<file path="src/rtl/mdix_pkg.sv">
package mdix_pkg;

    typedef enum logic [3:0] {
        S_IDLE      = 4'd0,
        S_SIG_RD    = 4'd1,
        S_LINK_WAIT = 4'd2,
        S_LINK_RD   = 4'd3,
        S_SPD_RD    = 4'd4,
        S_ANER_RD   = 4'd5,
        S_ANAR_RD   = 4'd6,
        S_LPAR_RD   = 4'd7,
        S_REPORT    = 4'd8,
        S_NOLINK    = 4'd9
    } mdix_state_e;

    // PHY register numbers
    localparam logic [4:0] PREG_BASIC_STAT = 5'd1;
    localparam logic [4:0] PREG_ADVERT     = 5'd4;
    localparam logic [4:0] PREG_PARTNER    = 5'd5;
    localparam logic [4:0] PREG_AN_EXP     = 5'd6;
    localparam logic [4:0] PREG_MODE_STAT  = 5'd17;
    localparam logic [4:0] PREG_SPEC_STAT  = 5'd31;

    // Bit positions
    localparam int B_SIGNAL   = 1;
    localparam int B_LINK     = 2;
    localparam int B_AN_ABLE  = 3;
    localparam int B_AN_DONE  = 5;
    localparam int B_LP_AN    = 0;
    localparam int B_PAUSE    = 10;
    localparam int B_SPD_LO   = 2;

endpackage

</file>
<file path="src/rtl/mdix_ms_tick.sv">
module mdix_ms_tick #(
    parameter int CLK_PER_MS = 100000
) (
    input  logic clk,
    input  logic rst_n,
    input  logic clr,
    output logic tick
);
    localparam int CW = (CLK_PER_MS > 1) ? $clog2(CLK_PER_MS) : 1;
    localparam logic [CW-1:0] LAST = CW'(CLK_PER_MS - 1);

    logic [CW-1:0] cnt;

    assign tick = !clr && (cnt == LAST);

    always_ff @(posedge clk or negedge rst_n) begin
        if (!rst_n)          cnt <= '0;
        else if (clr || tick) cnt <= '0;
        else                 cnt <= cnt + 1'b1;
    end
endmodule

</file>
<file path="src/rtl/mdix_speed_decode.sv">
module mdix_speed_decode (
    input  logic [2:0] code,
    output logic       is_100,
    output logic       is_full
);
    always_comb begin
        unique case (code)
            3'd1:    begin is_100 = 1'b0; is_full = 1'b0; end
            3'd5:    begin is_100 = 1'b0; is_full = 1'b1; end
            3'd2:    begin is_100 = 1'b1; is_full = 1'b0; end
            3'd6:    begin is_100 = 1'b1; is_full = 1'b1; end
            default: begin is_100 = 1'b0; is_full = 1'b0; end
        endcase
    end
endmodule

</file>
<file path="src/rtl/mdix_linkup_ctrl.sv">
module mdix_linkup_ctrl
    import mdix_pkg::*;
#(
    parameter int         CLK_PER_MS  = 100000,
    parameter int         LINK_GAP_MS = 300,
    parameter int         SIG_TRIES   = 100,
    parameter int         LINK_TRIES  = 100,
    parameter logic [4:0] PHY_ADDR    = 5'd6
) (
    input  logic        clk,
    input  logic        rst_n,
    input  logic        start,
    output logic        rd_req,
    output logic [4:0]  rd_phy,
    output logic [4:0]  rd_reg,
    input  logic        rd_ack,
    input  logic [15:0] rd_data,
    output logic        xover,
    output logic        done,
    output logic        no_link,
    output logic        link_up,
    output logic        speed_100,
    output logic        full_duplex,
    output logic        pause_en
);
    localparam int MAX_TRIES = (SIG_TRIES > LINK_TRIES) ? SIG_TRIES : LINK_TRIES;
    localparam int TW = $clog2(MAX_TRIES + 1);
    localparam int GW = $clog2(LINK_GAP_MS + 1);
    localparam logic [TW-1:0] SIG_LAST  = TW'(SIG_TRIES - 1);
    localparam logic [TW-1:0] LINK_LAST = TW'(LINK_TRIES - 1);
    localparam logic [GW-1:0] GAP_LAST  = GW'(LINK_GAP_MS - 1);

    mdix_state_e   state, nxt;
    logic [TW-1:0] try_cnt;
    logic [GW-1:0] gap_cnt;
    logic          ms_tick;
    logic          an_able;
    logic          w_spd, w_dup, w_pause;
    logic          dec_100, dec_full;

    mdix_ms_tick #(.CLK_PER_MS(CLK_PER_MS)) u_tick (
        .clk   (clk),
        .rst_n (rst_n),
        .clr   (state != S_LINK_WAIT),
        .tick  (ms_tick)
    );

    mdix_speed_decode u_dec (
        .code    (rd_data[B_SPD_LO+2:B_SPD_LO]),
        .is_100  (dec_100),
        .is_full (dec_full)
    );

    // Next-state logic
    always_comb begin
        nxt = state;
        if (start) begin
            nxt = S_SIG_RD;
        end else begin
            unique case (state)
                S_IDLE: nxt = S_IDLE;
                S_SIG_RD:
                    if (rd_ack) begin
                        if (rd_data[B_SIGNAL])       nxt = S_LINK_WAIT;
                        else if (try_cnt == SIG_LAST) nxt = S_NOLINK;
                    end
                S_LINK_WAIT:
                    if (ms_tick && gap_cnt == GAP_LAST) nxt = S_LINK_RD;
                S_LINK_RD:
                    if (rd_ack) begin
                        if (rd_data[B_LINK])
                            nxt = rd_data[B_AN_DONE] ? S_SPD_RD : S_REPORT;
                        else if (try_cnt == LINK_LAST)
                            nxt = S_NOLINK;
                        else
                            nxt = S_LINK_WAIT;
                    end
                S_SPD_RD:
                    if (rd_ack) nxt = an_able ? S_ANER_RD : S_REPORT;
                S_ANER_RD:
                    if (rd_ack) nxt = rd_data[B_LP_AN] ? S_ANAR_RD : S_REPORT;
                S_ANAR_RD:
                    if (rd_ack) nxt = rd_data[B_PAUSE] ? S_LPAR_RD : S_REPORT;
                S_LPAR_RD:
                    if (rd_ack) nxt = S_REPORT;
                S_REPORT: nxt = S_IDLE;
                S_NOLINK: nxt = S_IDLE;
                default:  nxt = S_IDLE;
            endcase
        end
    end

    // State register
    always_ff @(posedge clk or negedge rst_n) begin
        if (!rst_n) state <= S_IDLE;
        else        state <= nxt;
    end

    // Read request decode
    always_comb begin
        rd_phy = PHY_ADDR;
        rd_req = 1'b1;
        unique case (state)
            S_SIG_RD:  rd_reg = PREG_MODE_STAT;
            S_LINK_RD: rd_reg = PREG_BASIC_STAT;
            S_SPD_RD:  rd_reg = PREG_SPEC_STAT;
            S_ANER_RD: rd_reg = PREG_AN_EXP;
            S_ANAR_RD: rd_reg = PREG_ADVERT;
            S_LPAR_RD: rd_reg = PREG_PARTNER;
            default: begin rd_reg = 5'd0; rd_req = 1'b0; end
        endcase
    end

    // Working registers
    always_ff @(posedge clk or negedge rst_n) begin
        if (!rst_n) begin
            try_cnt <= '0;
            gap_cnt <= '0;
            xover   <= 1'b0;
            an_able <= 1'b0;
            w_spd   <= 1'b0;
            w_dup   <= 1'b0;
            w_pause <= 1'b0;
        end else if (start) begin
            try_cnt <= '0;
            gap_cnt <= '0;
            w_spd   <= 1'b0;
            w_dup   <= 1'b0;
            w_pause <= 1'b0;
        end else begin
            if (state != S_LINK_WAIT) gap_cnt <= '0;
            else if (ms_tick)         gap_cnt <= gap_cnt + 1'b1;
            if (rd_ack) begin
                unique case (state)
                    S_SIG_RD:
                        if (rd_data[B_SIGNAL]) begin
                            try_cnt <= '0;
                            xover   <= 1'b0;
                        end else begin
                            try_cnt <= try_cnt + 1'b1;
                        end
                    S_LINK_RD:
                        if (rd_data[B_LINK]) begin
                            an_able <= rd_data[B_AN_ABLE];
                        end else begin
                            try_cnt <= try_cnt + 1'b1;
                            xover   <= ~xover;
                        end
                    S_SPD_RD: begin
                        w_spd <= dec_100;
                        w_dup <= dec_full;
                    end
                    S_LPAR_RD: w_pause <= rd_data[B_PAUSE];
                    default: ;
                endcase
            end
        end
    end

    // Status outputs
    always_ff @(posedge clk or negedge rst_n) begin
        if (!rst_n) begin
            done        <= 1'b0;
            no_link     <= 1'b0;
            link_up     <= 1'b0;
            speed_100   <= 1'b0;
            full_duplex <= 1'b0;
            pause_en    <= 1'b0;
        end else begin
            done <= 1'b0;
            if (state == S_REPORT) begin
                done        <= 1'b1;
                no_link     <= 1'b0;
                link_up     <= 1'b1;
                speed_100   <= w_spd;
                full_duplex <= w_dup;
                pause_en    <= w_pause;
            end else if (state == S_NOLINK) begin
                done        <= 1'b1;
                no_link     <= 1'b1;
                link_up     <= 1'b0;
                speed_100   <= 1'b0;
                full_duplex <= 1'b0;
                pause_en    <= 1'b0;
            end
        end
    end
endmodule

</file>
<file path="config.mk">
export PLATFORM = sky130hd
export DESIGN_NAME = mdix_linkup_ctrl
export DESIGN_NICKNAME = d
export VERILOG_FILES = /design/src/rtl/mdix_pkg.sv /design/src/rtl/mdix_ms_tick.sv /design/src/rtl/mdix_speed_decode.sv /design/src/rtl/mdix_linkup_ctrl.sv
export SDC_FILE = /design/constraint.sdc
export NUM_CORES = 1
export LEC_CHECK = 0
export ABC_CLOCK_PERIOD_IN_PS = 6800
export CAP_MARGIN = 20
export CORE_MARGIN = 5
export CORE_UTILIZATION = 59
export DETAILED_ROUTE_END_ITERATION = 12
export GPL_ROUTABILITY_DRIVEN = 0
export PLACE_DENSITY = 0.85
export SYNTH_ARGS = -nofsm -noshare
export SYNTH_HDL_FRONTEND = slang
export SYNTH_HIERARCHICAL = 1
export SYNTH_SLANG_ARGS = --single-unit
</file>
<file path="constraint.sdc">
create_clock -name clk -period 6.8 [get_ports clk]
set_input_delay 1.36 -clock clk [delete_from_list [all_inputs] [get_ports clk]]
set_output_delay 1.36 -clock clk [all_outputs]
set_load 0.02 [all_outputs]
</file>
==> flow_summary.json <==
{
  "cts_tree": "built",
  "min_period_ns": 3.41,
  "switching_share_pct": 28.5,
  "finalSetupTns_ns": 0,
  "slew_violations": 0,
  "synth_area_sq_um": 2720,
  "cp_slowest_stage_delay_ns": 0.68,
  "p_seq_share_pct": 49.2,
  "drc": 0,
  "row_count": 24,
  "grt_pass1_wl_microns": 9490,
  "dp_slack_ns": 3.61,
  "fillerInstances": 374,
  "clock_latency_ns": 0.30,
  "crit_type": "register to output port",
  "core_area_sq_um": 4410,
  "critPathMaxFanout": 11,
  "outcome": "completed",
  "setup_violations": 0,
  "synthFlopType": "dfrtp_1",
  "root_buffer": "clkbuf_8",
  "dieArea_sq_um": 6070,
  "ir_worst_vdd_mv": 0.164,
  "ys_types": 55,
  "p_comb_share_pct": 19.0,
  "critical_path_arrival_ns": 2.05,
  "ctsHtreeMaxLevel": 2,
  "drt_wl_total_microns": 5370,
  "drt-initial-drc-count": 143,
  "ys.warnings.count": 6,
  "grt_overflow_total": 0,
  "hold_depth": 2,
  "dp.cells": 354,
  "die_x_microns": 77.9,
  "antennaDiodeCount": 0,
  "slew_headroom_pct": 57.2,
  "critPathLaunchType": "register",
  "ctsResizeCount": 0,
  "antenna_found_initial": 0,
  "drive_gt1_share_pct": 9.65,
  "final_nets": 333,
  "path_clk_slew_ns": 0.09,
  "p_int_uw": 462,
  "synth_seq_cells": 48,
  "reg2reg_depth": 8,
  "whs_endpoint": "full_duplex",
  "p_leak_nw": 1.19,
  "max_cap_violations": 0,
  "r2r_start": "u_tick/cnt[13]",
  "finClkSkew_ns": 0.00714,
  "cts_buffer_depth": 2,
  "fp.dieH_microns": 77.9,
  "dr.pass1.iters": 8,
  "final_cells": 363,
  "hp-class": "register to register",
  "detail-route-antenna-nets": 0,
  "portBuffers": 23,
  "hpwlAfterDp_microns": 3640,
  "wl_per_cell_microns": 14.8,
  "rsz0062_at_grt": "false",
  "setup_slack_ns": 3.39,
  "synth_top_cell_by_area": "dfrtp_1",
  "fmax_ghz": 0.293,
  "postSynthAreaPerCell_sq_um": 9.25,
  "end_kind": "output port",
  "grt_max_degree": 49,
  "worst_r2r_endpoint": "state[0]",
  "viasPerCell": 5.86,
  "final_util_pct": 68.5,
  "slowest_stage": "clkdlybuf4s50_1",
  "area_delta_synth_final_pct": 11.2,
  "final_common_cell": "dfrtp_1",
  "min_period_over_period_pct": 50.2,
  "mostFrequentLayoutCells": "dfrtp_1 (48), nor2_1 (37), nand2_1 (27)",
  "p_clk_share_pct": 31.8,
  "regToRegSetupSlack_ns": 3.64,
  "hold_viol_final": 0,
  "track_usage_pct": 18.6,
  "ys_async_sr_fraction_pct": 100,
  "synth-edff-count": 0,
  "path_cells": "nand2b_1 -> nor3_1 -> clkdlybuf4s50_1",
  "netlist.area_leader.share_pct": 44.2,
  "io_pins": 38,
  "pwr_density_cell_nw_per_um2": 213,
  "numCtsBuffers": 5,
  "grt_pass1_vias": 2150,
  "start_util_pct": 61.6,
  "ys_seq_area_share_pct": 44.2,
  "required_ns": 5.44,
  "tightest_slew_ns": 0.641,
  "post_cts_buffers": 0,
  "synthCells": 294,
  "p_switching_uw": 184,
  "cts_sinks": 48,
  "via_count": 2127,
  "worstHoldStart": "full_duplex",
  "hold_buffers": 0,
  "ys_top_cells_by_area": "dfrtp_1 (44%), xnor2_1 (5.2%), nor2_1 (5.1%), nand2_1 (3.7%), xor2_1 (2.6%)",
  "holdWs_ns": 0.485
}
-- state kept, by name, summed over array words and instances, names as in the netlist --
| register | cells |
|---|---|
| full_duplex | 1 |
| speed_100 | 1 |
| done | 1 |
| xover | 1 |
| no_link | 1 |
| gap_cnt | 9 |
| u_tick/cnt | 17 |
| w_spd | 1 |
| state | 4 |
| try_cnt | 7 |
| w_pause | 1 |
| link_up | 1 |
| an_able | 1 |
| w_dup | 1 |
| pause_en | 1 |
-- final cells by class --
class	instances	area [sq um]	share of cell area, %
Multi-Input combinational cell	222	1370	45.2
Sequential cell	48	1200	39.7
Clock inverter	3	42.5	1.41
Clock buffer	5	68.8	2.27
Inverter	9	33.8	1.12
Tap cell	52	65.1	2.15
Timing Repair Buffer	24	245	8.11
-- cells by family (layout without fill, tap and decap cells) --
family | count (synthesis) | count (layout) | share of synthesized area (%)
flops | 48 | 48 | 44.2
simple gates | 143 | 143 | 28.2
fa+ha+maj | 3 | 3 | 1.38
compound gates | 41 | 41 | 10.1
mux | 6 | 6 | 2.25
buf+inv | 27 | 41 | 5.93
xor+xnor | 24 | 24 | 7.73
other cells | 2 | 5 | 0.276
-- worst max path at each step --
stage / start / end / slack [ns]
final: state[3] / rd_reg[3] / 3.39
after global routing: state[3] / rd_reg[3] / 3.20
after CTS: state[3] / rd_reg[3] / 3.38
after detailed placement: start / gap_cnt[6] / 3.61
after global placement: start / gap_cnt[6] / 3.64
after floorplan: state[3] / rd_reg[3] / 4.09
-- synth_stat cells, drive strengths merged (2+ instances only) --
library cell and instances:
inv 9, nand3b 2, clkbuf 5, o2111ai 3, nor2b 3, nor3 12
or4 2, a22oi 4, and3 3, o21a 2, or3 6, xor2 8
nor4 4, ha 3, o21ai 13, or4b 3, nand3 11, dfrtp 48
a21oi 9, nand2 27, nand4 9, mux2i 5, nand2b 8, nor2 47
buf 13, conb 2, xnor2 16
-- critical path: cells and delay by family, from the launching register on --
kind	cells	cell delay [ns]
DFF	1	0.50
buffers and inverters	1	0.68
and+or+nand+nor	2	0.58
-- power groups by stage --
stage / Clock (mW) / Combinational (mW) / Sequential [mW]
after global placement: 0 / 0.119 / 0.322
after global routing: 0.225 / 0.134 / 0.321
final: 0.205 / 0.123 / 0.318
after detailed placement: 0 / 0.122 / 0.324
after CTS: 0.212 / 0.123 / 0.318
after floorplan: 0 / 0.0745 / 0.322
-- stage by stage --
stage | cell area (sq um) | power (mW)
finish | 3030 | 0.646
global route | 3030 | 0.681
CTS | 3010 | 0.653
detailed placement | 2890 | 0.445
global placement | 2890 | 0.441
floorplan | 2730 | 0.396
-- metal layers --
metal / global-route usage, % / vias up / wire length [microns]
li1: - / 1041 / -
met1: 23.0 / 1014 / 2390
met3: 5.79 / 6 / 289
met5: 0 / - / 0
met2: 31.8 / 66 / 2660
met4: 4.22 / 0 / 24
Power figures use the tool's default switching activity.
